==> config.mk <==
export PLATFORM = sky130hd
export DESIGN_NAME = dbg_lock_ctrl
export DESIGN_NICKNAME = d
export VERILOG_FILES = /design/src/rtl/dbg_lock_ctrl.sv
export SDC_FILE = /design/constraint.sdc
export NUM_CORES = 1
export LEC_CHECK = 0
export CORE_UTILIZATION = 46
export DETAILED_ROUTE_END_ITERATION = 16
export GPL_TIMING_DRIVEN = 0
export HOLD_SLACK_MARGIN = 0.03
export PLACE_DENSITY = 0.81
export SYNTH_ARGS = -nofsm -noshare
export SYNTH_HDL_FRONTEND = slang
export SYNTH_SLANG_ARGS = --single-unit
==> constraint.sdc <==
create_clock -name clk -period 3.3 [get_ports clk]
set_input_delay 0.99 -clock clk [delete_from_list [all_inputs] [get_ports clk]]
set_output_delay 0.99 -clock clk [all_outputs]
set_load 0.02 [all_outputs]
==> src/rtl/dbg_lock_ctrl.sv <==
module dbg_lock_ctrl #(
  parameter int DW = 16,
  parameter int AW = 16,
  parameter int IRW = 8,
  parameter logic [AW-1:0] PW_BASE = 16'hFF88,
  parameter logic [DW-1:0] SIG_NOPW = 16'h5555,
  parameter logic [DW-1:0] SIG_PWD = 16'hAAAA,
  parameter logic [DW-1:0] MAGIC0 = 16'hA55A,
  parameter logic [DW-1:0] MAGIC1 = 16'h1E1E,
  parameter logic [IRW-1:0] IR_BYPASS = 8'hFF,
  parameter logic [IRW-1:0] IR_MBX = 8'h61
) (
  input  logic           clk,
  input  logic           rst_n,
  input  logic [DW-1:0]  sig_a,
  input  logic [DW-1:0]  sig_b,
  input  logic [DW-1:0]  mbox_in0,
  input  logic [DW-1:0]  mbox_in1,
  input  logic           key_valid,
  input  logic [DW-1:0]  key_word,
  output logic           mem_req,
  output logic [AW-1:0]  mem_addr,
  input  logic           mem_valid,
  input  logic [DW-1:0]  mem_rdata,
  input  logic [IRW-1:0] ir_code,
  output logic           ir_allowed,
  output logic           full_access
);
  localparam int SHIFT = $clog2(DW / 8);

  typedef enum logic [1:0] {MD_PEND, MD_OPEN, MD_NOPW, MD_PWD} mode_t;
  typedef enum logic [1:0] {ST_IDLE, ST_FETCH, ST_CMP, ST_DONE} state_t;

  mode_t   mode_q, mode_d;
  state_t  st_q;
  logic [DW-1:0] len_q, ptr_q, word_q;
  logic    magic, magic_q, start;

  always_comb begin
    if (sig_a == SIG_NOPW && sig_b == SIG_NOPW) mode_d = MD_NOPW;
    else if (sig_a == SIG_PWD && sig_b != SIG_NOPW) mode_d = MD_PWD;
    else mode_d = MD_OPEN;
  end

  always_ff @(posedge clk or negedge rst_n)
    if (!rst_n) begin
      mode_q <= MD_PEND;
      len_q  <= '0;
    end else if (mode_q == MD_PEND) begin
      mode_q <= mode_d;
      len_q  <= sig_b;
    end

  assign magic = (mbox_in0 == MAGIC0) && (mbox_in1 == MAGIC1);
  assign start = magic && !magic_q && st_q == ST_IDLE && mode_q == MD_PWD;

  always_ff @(posedge clk or negedge rst_n)
    if (!rst_n) begin
      st_q    <= ST_IDLE;
      ptr_q   <= '0;
      word_q  <= '0;
      magic_q <= 1'b0;
    end else begin
      magic_q <= magic;
      case (st_q)
        ST_IDLE: if (start && len_q != '0) begin
          ptr_q <= '0;
          st_q  <= ST_FETCH;
        end
        ST_FETCH: if (mem_valid) begin
          word_q <= mem_rdata;
          st_q   <= ST_CMP;
        end
        ST_CMP: if (key_valid) begin
          if (key_word != word_q) st_q <= ST_IDLE;
          else if (ptr_q == len_q - 1'b1) st_q <= ST_DONE;
          else begin
            ptr_q <= ptr_q + 1'b1;
            st_q  <= ST_FETCH;
          end
        end
        default: st_q <= ST_DONE;
      endcase
    end

  assign mem_req     = st_q == ST_FETCH;
  assign mem_addr    = PW_BASE + (AW'(ptr_q) << SHIFT);
  assign full_access = mode_q == MD_OPEN || st_q == ST_DONE;
  assign ir_allowed  = full_access || ir_code == IR_BYPASS || ir_code == IR_MBX;


  nopw_locked_chk: assert property (@(posedge clk) disable iff (!rst_n)
    mode_q == MD_NOPW |-> !full_access && !mem_req);

  mode_frozen_chk: assert property (@(posedge clk) disable iff (!rst_n)
    mode_q != MD_PEND |=> $stable(mode_q) && $stable(len_q));

  addr_hold_chk: assert property (@(posedge clk) disable iff (!rst_n)
    mem_req && !mem_valid |=> mem_req && $stable(mem_addr));

  grant_sticky_chk: assert property (@(posedge clk) disable iff (!rst_n)
    full_access |=> full_access);

  zero_len_chk: assert property (@(posedge clk) disable iff (!rst_n)
    mode_q == MD_PWD && len_q == '0 |-> !full_access && !mem_req);

  req_mode_chk: assert property (@(posedge clk) disable iff (!rst_n)
    mem_req |-> mode_q == MD_PWD);
endmodule

==> results.cfg <==
[status]
outcome = completed

[yosys]
postSynthAreaPerCell_um2 = 9.49
synth_cell_types = 55
synthesis.instances = 382
ys_async_sr_fraction_pct = 100
mappedNetlistArea_um2 = 3630
netlist_top_cells_area = dfrtp_1, mux2_2, xnor2_1, xor2_1, or4_1
yosys.cell_count.top_type = dfrtp_1
count_of_state_elements_after_synthesis = 53
postSynth.topFlopCell = dfrtp_1
yosysTopAreaCellShare_pct = 36.6
synth_largest_area_cell = dfrtp_1
synth_common_cells = dfrtp_1, mux2_2, xnor2_1
syn_nets = 493
post_synth_edffs = 0
synth-seq-area-share_pct = 36.6
synthesis.yosys.warnings = 0

[job]
max_cap_viol_count = 0

[sta]
worst_slew_pin_slew_ns = 0.774
final_clock_skew_ns = 0.0215
report.final.setup_viol = 0
layout_min_cycle_time_ns = 3.23
final_number_of_hold_violating_endpoints = 0
period_share_pct = 97.8
setup_tns_ns = 0
max-slew-margin-rel_pct = 48.2
whs_ns = 0.511
fmax_mhz = 310
maxSlewViolCount = 0

[power_and_ir_drop]
power.density_cell_area_nw_per_um2 = 233
worst_ir_drop_vdd_uv = 186
design_power_total_mw = 1.23
power_leakage_nw = 2.16

[clock_tree]
tritoncts = built
cts.sinks = 53
htree_num_levels = 2
numCtsBuffers = 5
clkLatencyLatePin_ns = 0.33
cts_buffer_depth = 2
cts_root_buf = clkbuf_8
clk_pin_slew_worst_paths_ns = 0.09
post_cts_hold_buffer_count = 0

[floorplanning]
design.die.area_um2 = 8240
floorplan.rows = 32
fp.dieW_um = 90.8
initial_utilization_pct = 47.2
core-area_um2 = 7690
dieHeight_um = 90.8
design.portCount = 127

[setup_path]
timing_worst_setup_path_type = input port to output port
crit_path_max_fanout = 2
worst-endpoint-required_ns = 2.31
depth_of_the_worst_register_to_register_path = 10
cp-start-kind = input port
reg2reg_setup_slack_ns = 0.15
worst-endpoint-arrival_ns = 2.24
timing.critical_path.to_type = output port

[detailed_routing]
routed.top_layer = met4
route.met3.wl_um = 567
dr_total_vias = 3466
drt-met1-wl_mm = 4.19
met2RoutedLength_mm = 4.88
via_per_inst = 5.60
routed_wirelength_normalized_by_instance_count_um = 15.8
initialDrtViolationCount = 206
detail_route.drc_violations = 0
drtAntennaViolNets = 0
dr.pass1.iters = 4
postRouteWirelength_mm = 9.79

[final_layout]
area_growth_syn_to_layout_pct = 44.8
final_layout_size_suffix_gt1_share_pct = 17.4
multi_input_area_um2 = 2220
sequential_standard_cell_area_um2 = 1330
final_core_utilization_pct = 68.3
fin_nets = 627
filler_cell_count = 625
antenna_cells_inserted = 0
fin_area_um2 = 5250

[place]
place_area_um2 = 5020
replace_congestion = 0.907
placement.io_buffers = 125
hpwlAfterDp_mm = 7.66

[worst_hold_path]
worst_hold_path_type = register to register
holdPathStages = 1

[global_route]
grtUsageTotal_pct = 24.9
grt_antenna_before_repair = 0
global_route_wire_length_before_repair_mm = 16.6
grt_overflow_total = 0
number_of_global_route_vias_before_repair = 3528
grt_max_degree = 29
## layout by cell type, fill, tap and decap left out, types with 5 or more instances in the layout
| master | count |
|---|---|
| clkbuf_8 | 5 |
| o21ai_1 | 5 |
| inv_1 | 10 |
| nor2_1 | 16 |
| dlygate4sd2_1 | 6 |
| or2_2 | 5 |
| nor3_1 | 11 |
| or4_1 | 12 |
| clkdlybuf4s50_1 | 114 |
| dfrtp_1 | 49 |
| buf_2 | 5 |
| clkbuf_1 | 8 |
| xnor2_1 | 29 |
| a21oi_1 | 17 |
| nor4b_1 | 6 |
| nand2_1 | 23 |
| nand4_1 | 11 |
| o31ai_1 | 11 |
| nor4bb_1 | 10 |
| buf_4 | 9 |
| nand2b_1 | 5 |
| clkbuf_2 | 7 |
| mux2_2 | 30 |
| nand3_1 | 9 |
| nand3b_1 | 5 |
| xor2_1 | 14 |
| o21ai_0 | 9 |
| and3_1 | 5 |
## timing repair
action | CTS | global route
resized for setup | 32 | 22
setup buffers | 1 | 5
pin swaps | 3 | 1
endpoints found under the setup margin | 20 | 23
## power by group
part / switching (mW) / leakage (nW) / total [mW] / internal [mW]
clock: 0.244 / 0.0506 / 0.403 / 0.159
combinational: 0.0467 / 1.39 / 0.173 / 0.126
sequential: 0.000000345 / 0.718 / 0.649 / 0.649
total: 0.291 / 2.16 / 1.23 / 0.935
## worst max-delay path: stages
cell and delay [ns]:
clkdlybuf4s50_1 0.41, or4_1 0.39, o21ai_1 0.14, a41o_1 0.19, buf_6 0.12
## area by class of cell
type / count / share of cell area (%)
multi-input cells: 291 / 42.3
clock inverters: 3 / 0.548
inverters: 10 / 0.715
clock buffers: 5 / 1.31
well taps: 102 / 2.43
plain buffers: 23 / 2.43
repair buffers: 132 / 24.9
flip-flops and latches: 53 / 25.4
## logic make-up (layout without fill, tap and decap cells)
kind of cell / count (synthesis) / in the layout / share of synthesized area, %
multiplexers: 34 / 34 / 10.4
adder cells (fa/ha/maj): 3 / 3 / 1.04
other: 1 / 1 / 0.103
XOR/XNOR: 43 / 43 / 10.4
flip-flops: 53 / 53 / 36.6
AO/OA/AOI/OAI: 61 / 61 / 10.8
buffers and inverters: 38 / 173 / 4.83
AND/OR/NAND/NOR: 149 / 149 / 25.8
## worst paths after layout
kind | start | to
min in group asynchronous | rst_n | ptr_q[1]$_DFFE_PN0P_
hold / removal | mode_q[0]$_DFFE_PN0N_ | mode_q[1]$_DFFE_PN0N_
max in group asynchronous | rst_n | word_q[2]$_DFFE_PN0P_
setup reg to reg | len_q[6]$_DFFE_PN0N_ | ptr_q[8]$_DFFE_PN0P_
hold reg to reg | mode_q[0]$_DFFE_PN0N_ | mode_q[1]$_DFFE_PN0N_
setup / recovery | ir_code[4] | ir_allowed
## state kept, by name, indices dropped and copies added, names as in the netlist
signal   count
len_q       16
mode_q       2
st_q         2
word_q      16
ptr_q       16
magic_q      1
## routing by layer
metal	track usage [%]	vias up
met4	7.14	0
li1	-	1673
met2	43.2	107
met3	4.97	13
met1	31.4	1673
met5	0	-
## metrics by stage
step	worst slack, ns	cells
2_1_floorplan	0.307	382
3_3_place_gp	-0.520	609
3_5_place_dp	-0.542	610
4_1_cts	-0.0166	617
5_1_grt	-0.0590	619
6_report	0.0720	619
Note: power is estimated with default switching activity, not from simulation.
